File: src/rtl/tdm8_pkg.sv
package tdm8_pkg;
    typedef enum logic {
        S_IDLE = 1'b0,
        S_RUN  = 1'b1
    } tx_state_t;
endpackage

File: src/rtl/tdm8_frame_ctrl.sv
module tdm8_frame_ctrl #(
    parameter int CHANNELS  = 8,
    parameter int SLOT_BITS = 32,
    parameter int PW_W      = 8,
    localparam int SLOT_W   = $clog2(CHANNELS),
    localparam int POS_W    = $clog2(SLOT_BITS),
    localparam int CNT_W    = SLOT_W + POS_W
) (
    input  logic              bck,
    input  logic              rst_n,
    input  logic              load_stb,
    input  logic [PW_W-1:0]   pulse_len,
    output logic              running_o,
    output logic              frame_start_o,
    output logic [SLOT_W-1:0] slot_idx_o,
    output logic [POS_W-1:0]  bit_pos_o,
    output logic              fsync_o
);
    import tdm8_pkg::*;

    tx_state_t        state_q, state_d;
    logic [CNT_W-1:0] cnt_q;
    logic [PW_W-1:0]  len_q;
    logic [PW_W-1:0]  len_eff;
    logic             in_pulse;

    always_comb begin
        state_d = state_q;
        unique case (state_q)
            S_IDLE: if (load_stb) state_d = S_RUN;   // IDLE_TO_RUN
            S_RUN:  state_d = S_RUN;
            default: state_d = S_IDLE;
        endcase
    end

    // State register
    always_ff @(negedge bck or negedge rst_n) begin
        if (!rst_n) state_q <= S_IDLE;
        else        state_q <= state_d;
    end

    assign running_o     = (state_q == S_RUN);
    assign frame_start_o = running_o && (cnt_q == '0);
    assign slot_idx_o    = cnt_q[CNT_W-1:POS_W];
    assign bit_pos_o     = cnt_q[POS_W-1:0];
    assign len_eff       = (pulse_len == '0) ? PW_W'(1) : pulse_len;
    assign in_pulse      = ({{(32-CNT_W){1'b0}}, cnt_q} < {{(32-PW_W){1'b0}}, len_q});

    // Outputs and frame counters
    always_ff @(negedge bck or negedge rst_n) begin
        if (!rst_n) begin
            cnt_q   <= '0;
            len_q   <= PW_W'(1);
            fsync_o <= 1'b0;
        end else begin
            unique case (state_q)
                S_IDLE: begin
                    cnt_q   <= '0;
                    fsync_o <= 1'b0;
                end
                S_RUN: begin
                    cnt_q <= cnt_q + 1'b1;
                    if (cnt_q == '0) begin
                        len_q   <= len_eff;
                        fsync_o <= 1'b1;
                    end else begin
                        fsync_o <= in_pulse;
                    end
                end
                default: begin
                    cnt_q   <= '0;
                    fsync_o <= 1'b0;
                end
            endcase
        end
    end

    assert_idle_quiet_R1: assert property (@(negedge bck) disable iff (!rst_n)
        (state_q == S_IDLE) |=> !fsync_o);

    assert_frame_head_R2: assert property (@(negedge bck) disable iff (!rst_n)
        frame_start_o |=> fsync_o);

    assert_short_pulse_R4: assert property (@(negedge bck) disable iff (!rst_n)
        (running_o && cnt_q == CNT_W'(1) && len_q == PW_W'(1)) |=> !fsync_o);
endmodule

File: src/rtl/tdm8_sample_buf.sv
module tdm8_sample_buf #(
    parameter int CHANNELS    = 8,
    parameter int SLOT_BITS   = 32,
    parameter int SAMPLE_BITS = 24,
    localparam int SLOT_W     = $clog2(CHANNELS),
    localparam int POS_W      = $clog2(SLOT_BITS),
    localparam int IDX_W      = $clog2(SAMPLE_BITS),
    localparam int BUS_W      = CHANNELS * SAMPLE_BITS
) (
    input  logic              bck,
    input  logic              rst_n,
    input  logic              load_stb,
    input  logic [BUS_W-1:0]  chan_data,
    input  logic              running,
    input  logic              frame_start,
    input  logic [SLOT_W-1:0] slot_idx,
    input  logic [POS_W-1:0]  bit_pos,
    output logic              sdata_o
);
    logic [SAMPLE_BITS-1:0] stage_q  [CHANNELS];
    logic [SAMPLE_BITS-1:0] shadow_q [CHANNELS];
    logic [SAMPLE_BITS-1:0] cur_word;
    logic [IDX_W-1:0]       sel_idx;
    logic                   in_payload;

    for (genvar ch = 0; ch < CHANNELS; ch++) begin : g_chan
        always_ff @(negedge bck or negedge rst_n) begin
            if (!rst_n) begin
                stage_q[ch]  <= '0;
                shadow_q[ch] <= '0;
            end else begin
                if (frame_start) shadow_q[ch] <= stage_q[ch];
                if (load_stb)    stage_q[ch]  <= chan_data[ch*SAMPLE_BITS +: SAMPLE_BITS];
            end
        end
    end

    assign cur_word   = shadow_q[slot_idx];
    assign in_payload = (bit_pos != '0) && (int'(bit_pos) <= SAMPLE_BITS);
    assign sel_idx    = IDX_W'(SAMPLE_BITS - int'(bit_pos));

    always_ff @(negedge bck or negedge rst_n) begin
        if (!rst_n)                     sdata_o <= 1'b0;
        else if (running && in_payload) sdata_o <= cur_word[sel_idx];
        else                            sdata_o <= 1'b0;
    end

    assert_delay_bit_R5: assert property (@(negedge bck) disable iff (!rst_n)
        (running && bit_pos == '0) |=> !sdata_o);

    assert_tail_low_R7: assert property (@(negedge bck) disable iff (!rst_n)
        (running && int'(bit_pos) > SAMPLE_BITS) |=> !sdata_o);
endmodule

File: src/rtl/tdm8_serializer.sv
module tdm8_serializer #(
    parameter int CHANNELS    = 8,
    parameter int SLOT_BITS   = 32,
    parameter int SAMPLE_BITS = 24,
    parameter int PW_W        = 8,
    localparam int SLOT_W     = $clog2(CHANNELS),
    localparam int POS_W      = $clog2(SLOT_BITS),
    localparam int BUS_W      = CHANNELS * SAMPLE_BITS
) (
    input  logic             bck,
    input  logic             rst_n,
    input  logic             load_stb,
    input  logic [PW_W-1:0]  pulse_len,
    input  logic [BUS_W-1:0] chan_data,
    output logic             fsync,
    output logic             sdata
);
    logic              running;
    logic              frame_start;
    logic [SLOT_W-1:0] slot_idx;
    logic [POS_W-1:0]  bit_pos;

    tdm8_frame_ctrl #(
        .CHANNELS (CHANNELS),
        .SLOT_BITS(SLOT_BITS),
        .PW_W     (PW_W)
    ) u_ctrl (
        .bck          (bck),
        .rst_n        (rst_n),
        .load_stb     (load_stb),
        .pulse_len    (pulse_len),
        .running_o    (running),
        .frame_start_o(frame_start),
        .slot_idx_o   (slot_idx),
        .bit_pos_o    (bit_pos),
        .fsync_o      (fsync)
    );

    tdm8_sample_buf #(
        .CHANNELS   (CHANNELS),
        .SLOT_BITS  (SLOT_BITS),
        .SAMPLE_BITS(SAMPLE_BITS)
    ) u_buf (
        .bck        (bck),
        .rst_n      (rst_n),
        .load_stb   (load_stb),
        .chan_data  (chan_data),
        .running    (running),
        .frame_start(frame_start),
        .slot_idx   (slot_idx),
        .bit_pos    (bit_pos),
        .sdata_o    (sdata)
    );
endmodule

File: config.mk
export PLATFORM = sky130hd
export DESIGN_NAME = tdm8_serializer
export DESIGN_NICKNAME = d
export VERILOG_FILES = /design/src/rtl/tdm8_pkg.sv /design/src/rtl/tdm8_frame_ctrl.sv /design/src/rtl/tdm8_sample_buf.sv /design/src/rtl/tdm8_serializer.sv
export SDC_FILE = /design/constraint.sdc
export NUM_CORES = 1
export LEC_CHECK = 0
export BUFFER_PORTS_ARGS = -buffer_cell sky130_fd_sc_hd__buf_2
export CORE_UTILIZATION = 65
export CTS_BUF_LIST = sky130_fd_sc_hd__clkbuf_2
export CTS_CLUSTER_DIAMETER = 30
export DETAILED_ROUTE_END_ITERATION = 7
export PLACE_DENSITY_LB_ADDON = 0.3
export SLEW_MARGIN = 0
export SYNTH_ARGS = -nofsm -noshare
export SYNTH_HDL_FRONTEND = slang
export SYNTH_SLANG_ARGS = --single-unit
File: constraint.sdc
create_clock -name bck -period 3.76 [get_ports bck]
set_input_delay 0 -clock bck [delete_from_list [all_inputs] [get_ports bck]]
set_output_delay 0 -clock bck [all_outputs]
set_load 0.05 [all_outputs]
* Word level (Yosys, flattened, before mapping) *
Index checks and enable logic that the tools add are counted.

cells by class
  bitwise operators = 2
  muxes and demuxes = 12
  magnitude comparators = 4
  reductions and logical operators = 7
  add/subtract/negate cells = 2

operator list
  kind                                                 number
  binary-select mux 24 bit (select 3 bit)              1
  2-to-1 mux 24 bit                                    2
  zero test 8 bit                                      2
  one-hot mux 8 bit (2 select lines)                   1
  adder 8 x 1 -> 8 bit (second input constant)         1
  < comparator 8 bit                                   1
  2-to-1 mux 8 bit                                     1
  < comparator 5 x 6 -> 1 bit (second input constant)  1
  binary-select mux 1 bit (select 5 bit)               1
  <= comparator 5 bit (second input constant)          1
  nonzero test 5 bit                                   1
  subtractor 5 bit (first input constant)              1
  >= comparator 4 bit (second input constant)          1
  2-to-1 mux 1 bit                                     4
  inverter 3 -> 4 bit                                  1
  one-hot mux 1 bit (2 select lines)                   2
  logical AND 1 bit                                    3
  AND reduction 2 bit                                  1
  inverter 1 bit                                       1

word-level totals
  logic and storage cells = 48
  bits of input ports = 203
  register bits after elaboration = 403
  output and inout port bits = 2

* Longest topological paths before layout *
Gate-level depths: netlist of run 1.

  depth after elaboration = 7
  mapped depth = 10

* Hierarchy *
Synthesis of run 1 repeated with hierarchy kept, for this count alone.

second synthesis, totals
  cell total of the unflattened synthesis = 1,041
  area, all modules = 16,848.7 um^2

by module, submodules not included
  module           cells each  area an instance (um^2)  sequential area each (um^2)  times used
  tdm8_sample_buf  947         15,867.7                 9,634.2                      1
  tdm8_frame_ctrl  94          980.9                    451.7                        1

==> out/qor.txt, run 1 <==
Post-CTS resize count = 0
CP max stage delay = 420 ps
Hold path depth = 1
Core area = 0.0253 sq mm
DRC = 0
Initial antenna violation count = 12
Critical path's slowest cell = dfrtn_1
Clock slew at reported path FFs = 70 ps
Seq pwr share = 50.0%
Clock latency on the worst-skew pair = 820 ps
Top post-synthesis cells by count = 402 x dfrtn_1, 234 x mux2_2, 161 x mux2_1
1st-iter DRT viols = 496
Largest net degree at the start of global routing = 102
CTS max path bufs = 3
Slew headroom = 60.3%
Cell Pwr Density = 680 mW/mm^2
RR Endpoint = u_buf.sdata_o
Worst-Margin Slew = 596 ps
Sum of buffers and inverters on the critical path = 1
Min-Delay Endpoint = u_buf.shadow_q[161]
Comb power frac = 28.7%
Reg2reg start = u_ctrl.cnt_q[5]
Flops & latches, synth = 403
Layout area overhead = 13.6%
Final ANT Viol Nets = 0
Crit path max fanout = 1
Crit end category = output port
Sw frac = 31.3%
Dominant synthesized flop cell = dfrtn_1
Setup slack, reg-to-reg = 860 ps
CTS tree = built
Clock Power Share = 21.2%
Leak = 8.83 nW
Clk sinks = 403
Wire length per cell = 19.8 um
Yosys cell types = 48
DP HPWL = 23100 um
Top post-synthesis cells by area = dfrtn_1 60%, mux2_2 16%, mux2_1 11%
Delay-heaviest family, CP = flip-flops
Io pins = 205
Syn_nets = 1272
Vias in the first global route = 10608
Max-Cap Viols = 0
Layout cell share with drive strength beyond 1 = 46.8%
Total chip power = 0.0130 W
Clk root buf = clkbuf_2
Count leader, synth = dfrtn_1
Hold_sp = u_buf.stage_q[161]
Setup Buffers After CTS = 0
Worst vdd ir = 0.000387 V
Number of flops mapped to enable cells by yosys = 0
Status = finished clean
Grt ovf = 0
Worst setup path class = reg2out
FFs w/ async S/R, synth = 100%
Path depth of the worst reg2reg path = 9
Psw = 0.00408 W
CTS buffer count = 98
Seq/Total Area, Yosys = 59.8%
Worst Setup Start Kind = register
IO Port Bufs = 204
Die X = 163 um
DR pass1 iterations = 5
Starting density of the core = 66.6%
Nets = 1542
Mapped cell area = 0.0169 sq mm
Placed inst area = 0.0183 sq mm
Vias/cell = 5.75
Die ar. = 0.0266 sq mm
Core Rows = 58
Die height = 163 um
Via count of the routed design = 9883
Routed WL = 34000 um
Syn Area/Cell = 15.9 sq um
Final hold vios = 0
Crit path cell chain = buf_2
Clock skew = 76.7 ps
RSZ-0062 raised after global routing = no
Yosys warns = 0
Internal = 0.00896 W
Placer Congestion = 0.819
Setup TNS Final = 0 ps
Final hold slack = 419 ps
Synth Instances = 1060
GRT Util Overall = 27.0%
H-tree levels = 3
Worst endpoint required time = 3760 ps
Area leader, netlist = dfrtn_1
Area share of the largest cell type after synthesis = 59.6%
Final instance area = 0.0192 sq mm
First-pass GRT wire length = 55000 um
Hold Buf Count CTS = 0
Setup Viol. Count Final = 0
Min-delay worst type = reg2reg
Crit path DAT = 3310 ps
Slew Limit Fails = 0
==> worst max-delay path by stage <==
stage                   from                 to  slack (ps)  cells past startpoint
2_1_floorplan       load_stb   u_buf.stage_q[0]         730                      3
3_3_place_gp        load_stb  u_buf.stage_q[31]         570                      3
3_5_place_dp        load_stb  u_buf.stage_q[55]         560                      3
4_1_cts        u_buf.sdata_o              sdata         380                      1
5_1_grt        u_buf.sdata_o              sdata         370                      1
6_report       u_buf.sdata_o              sdata         450                      1
==> power by group through the flow <==
stage | combinational, W | sequential (W) | clock, W
floorplan | 0.00289 | 0.00629 | 0.00000333
global placement | 0.00361 | 0.00651 | 0.00000333
detailed placement | 0.00374 | 0.00660 | 0.00000333
CTS | 0.00377 | 0.00652 | 0.00283
global route | 0.00406 | 0.00670 | 0.00305
finish | 0.00375 | 0.00652 | 0.00277
==> layout by cell type (no fill, tap or decap), types with 3 or more instances in the layout <==
master	instances
a21o_1	3
a21oi_1	9
a221oi_1	4
a22o_1	4
a22oi_1	4
and3_1	3
buf_12	10
buf_2	202
buf_4	22
bufinv_16	3
clkbuf_2	133
clkinv_1	8
clkinv_2	4
dfrtn_1	402
diode_2	9
ha_1	9
inv_1	12
mux2_1	161
mux2_2	234
mux2i_1	20
mux4_1	7
mux4_2	30
nand2_1	6
nand2b_1	3
nand3_1	5
nor2_1	14
nor2b_1	4
nor3_1	10
o21ai_0	5
o221ai_1	7
o22ai_1	8
xnor2_1	4
xor2_1	5
==> metrics by stage <==
step / setup WS, ps / instances / util, %
4_1_cts: 378 / 1709 / 75.6
2_1_floorplan: 728 / 1060 / -
6_report: 449 / 1718 / 75.7
3_3_place_gp: 571 / 1560 / 72.4
3_5_place_dp: 565 / 1560 / 72.4
5_1_grt: 368 / 1713 / 75.6
==> worst reg2reg max path, stage by stage, from the launching register on <==
cell and delay [ps]:
dfrtn_1 460, buf_12 200, buf_4 320, mux4_2 610
a22o_1 220, a221oi_1 330, o22ai_1 130, nor3_1 210
or3_1 160, o221ai_2 80
==> area by class of cell <==
cell class	instances	area, sq um
clock buffers	133	666
multi-input cells	579	6380
diodes	9	22.5
well taps	330	413
fillers	1629	6160
repair buffers	236	1410
clock inverters	17	153
flip-flops and latches	403	10100
inverters	11	41.3
==> layer usage <==
layer  up-vias  global-route usage (%)  wire [um]
li1       4463                       -          -
met1      5082                    36.7      15100
met2       271                    42.0      16100
met3        61                    7.80       2030
met4         6                    9.43        664
met5         -                       0         34
==> state kept, by name, indices dropped and copies added, names as in the netlist <==
signal and cells:
u_ctrl.cnt_q 8, u_buf.stage_q 192, u_ctrl.fsync_o 1, u_ctrl.running_o 1, u_ctrl.len_q 8, u_buf.shadow_q 192, u_buf.sdata_o 1
==> logic make-up (layout without fill, tap and decap cells) <==
family | count (synthesis) | in the layout | synth area share (%)
simple gates | 55 | 55 | 1.68
flops | 403 | 403 | 59.8
fa+ha+maj | 9 | 9 | 0.667
buf+inv | 78 | 397 | 2.45
compound gates | 54 | 54 | 2.36
mux | 452 | 452 | 32.6
other cells | 0 | 9 | 0
xor+xnor | 9 | 9 | 0.467
Note: power is estimated with default switching activity, not from simulation.
==> inputs of run 2 (changes only) <==
--- a/config.mk
+++ b/config.mk
@@ -8,2 +8,3 @@
 export BUFFER_PORTS_ARGS = -buffer_cell sky130_fd_sc_hd__buf_2
+export CORE_MARGIN = 2
 export CORE_UTILIZATION = 65
@@ -12,2 +13,3 @@
 export DETAILED_ROUTE_END_ITERATION = 7
+export MAX_ROUTING_LAYER = met4
 export PLACE_DENSITY_LB_ADDON = 0.3
--- a/constraint.sdc
+++ b/constraint.sdc
@@ -3,2 +3,2 @@
 set_output_delay 0 -clock bck [all_outputs]
-set_load 0.05 [all_outputs]
+set_load 0.005 [all_outputs]
==> run 2 against run 1 <==
- utilization is 0.12 points higher
- clock skew shrank 10 ps
- combinational power decreased by 1%
- first-iteration DRC count is 33% higher
- sequential share of layout area is 0.086 points lower
- clock power shrank 4%
- cell count increased by 0.76%
- critical endpoint unchanged
- largest power group unchanged
==> out/qor.txt, run 2 (synthesis gave the netlist of run 1 again) <==
Wire length per cell = 19.6 um
Worst-Margin Slew = 550 ps
Io pins = 205
Nets = 1544
Setup Viol. Count Final = 0
Core area = 0.0253 sq mm
CP max stage delay = 420 ps
DR pass1 iterations = 7
1st-iter DRT viols = 658
Placer Congestion = 0.832
Reg2reg start = u_ctrl.cnt_q[5]
Clock latency on the worst-skew pair = 790 ps
Hold Buf Count CTS = 0
Crit path max fanout = 1
Leak = 8.86 nW
DRC = 0
Worst Setup Start Kind = register
Status = finished clean
Slew headroom = 63.2%
Hold_sp = u_buf.stage_q[166]
Initial antenna violation count = 9
Worst vdd ir = 0.000341 V
Crit path DAT = 3150 ps
Critical path's slowest cell = dfrtn_1
RSZ-0062 raised after global routing = no
Routed WL = 33900 um
Cell Pwr Density = 672 mW/mm^2
IO Port Bufs = 204
Clk root buf = clkbuf_2
Starting density of the core = 66.6%
Filler Cells Inserted = 1611
Layout Cells excl Fill = 1731
Clock slew at reported path FFs = 70 ps
Core Rows = 58
Final core occ = 75.8%
Setup TNS Final = 0 ps
Grt ovf = 0
CTS buffer count = 99
Die height = 165 um
Clock skew = 66.2 ps
Commonest non-fill, non-tap cell in the layout = dfrtn_1
Delay-heaviest family, CP = flip-flops
CTS tree = built
Vias/cell = 5.74
H-tree levels = 3
Worst setup path startpoint = u_buf.sdata_o
Setup Buffers After CTS = 0
Post-Place Cells = 1561
Worst endpoint required time = 3760 ps
Via count of the routed design = 9940
Commonest cells after routing, fill and taps aside = 402 x dfrtn_1, 234 x mux2_2, 202 x buf_2
Slew Limit Fails = 0
Largest net degree at the start of global routing = 76
Crit path cell chain = buf_2
DP HPWL = 23400 um
Clk sinks = 403
Total chip power = 0.0129 W
Layout area overhead = 13.7%
Vias in the first global route = 10436
Crit end category = output port
Post-CTS resize count = 0
GRT Util Overall = 26.6%
Max-Cap Viols = 0
Worst setup path class = reg2out
CTS max path bufs = 3
Final ANT Viol Nets = 0
Die ar. = 0.0273 sq mm
Min-delay worst type = reg2reg
Biggest regs = u_buf.shadow_q: 192 flops, u_buf.stage_q: 192 flops
Final hold vios = 0
First-pass GRT wire length = 53600 um
Layout cell share with drive strength beyond 1 = 47.4%
Sum of buffers and inverters on the critical path = 1
Die X = 165 um
## run 2: cell types whose count changed in the layout (fill, tap and decap cells not counted)
cell / before / now
inv_2: 0 / 1
buf_12: 10 / 13
clkinv_2: 4 / 3
clkinv_4: 1 / 0
buf_4: 22 / 20
clkinv_1: 8 / 7
clkinvlp_4: 0 / 2
clkbuf_2: 133 / 148
bufinv_16: 3 / 0
## run 2: stage by stage
stage	hold slack, ps	worst slack, ps	area, sq um
final	396	610	19200
after global placement	423	596	18400
after global routing	420	519	19200
after CTS	393	518	19200
after floorplan	415	728	16900
after detailed placement	432	570	18400
## run 2: worst reg2reg max path: cells and delay by family (launching register included)
family	cells	cell delay (ps)
AOI/OAI and AO/OA	4	870
DFF	1	460
and+or+nand+nor	2	400
muxes	1	680
buffers and inverters	1	300
## run 2: final timing paths
kind	end	slack, ps	depth (start not counted)
worst min-delay path	u_buf.shadow_q[166]	400	1
worst max-delay path	sdata	610	1
worst min register to register	u_buf.shadow_q[166]	400	1
worst max register to register	u_buf.sdata_o	910	8
min in group asynchronous	u_buf.stage_q[139]	910	1
max in group asynchronous	u_buf.shadow_q[68]	2050	2
## run 2: power by group
group          switching, W  internal [W]  total (W)  leakage, nW
Clock               0.00163       0.00103    0.00266        0.647
Combinational       0.00168       0.00204    0.00371         3.44
Sequential         0.000744       0.00578    0.00653         4.78
Total               0.00405       0.00885     0.0129         8.86
## run 2: metal layers
| layer | track usage, % | vias to the layer above | routed length [um] |
|---|---|---|---|
| met3 | 5.39 | 51 | 1850 |
| met4 | 9.53 | 0 | 601 |
| met1 | 36.3 | 5128 | 15200 |
| met5 | - | - | 0 |
| li1 | - | 4471 | - |
| met2 | 40.4 | 290 | 16300 |
## run 2: final cells by class
cell class / instances / area (sq um) / area share, %
clock inverter: 14 / 63.8 / 0.332
antenna: 9 / 22.5 / 0.117
clock buffer: 148 / 741 / 3.86
inverter: 11 / 41.3 / 0.215
sequential: 403 / 10100 / 52.5
timing repair buffer: 237 / 1450 / 7.55
multi-input combinational: 579 / 6380 / 33.2
tap: 330 / 413 / 2.15
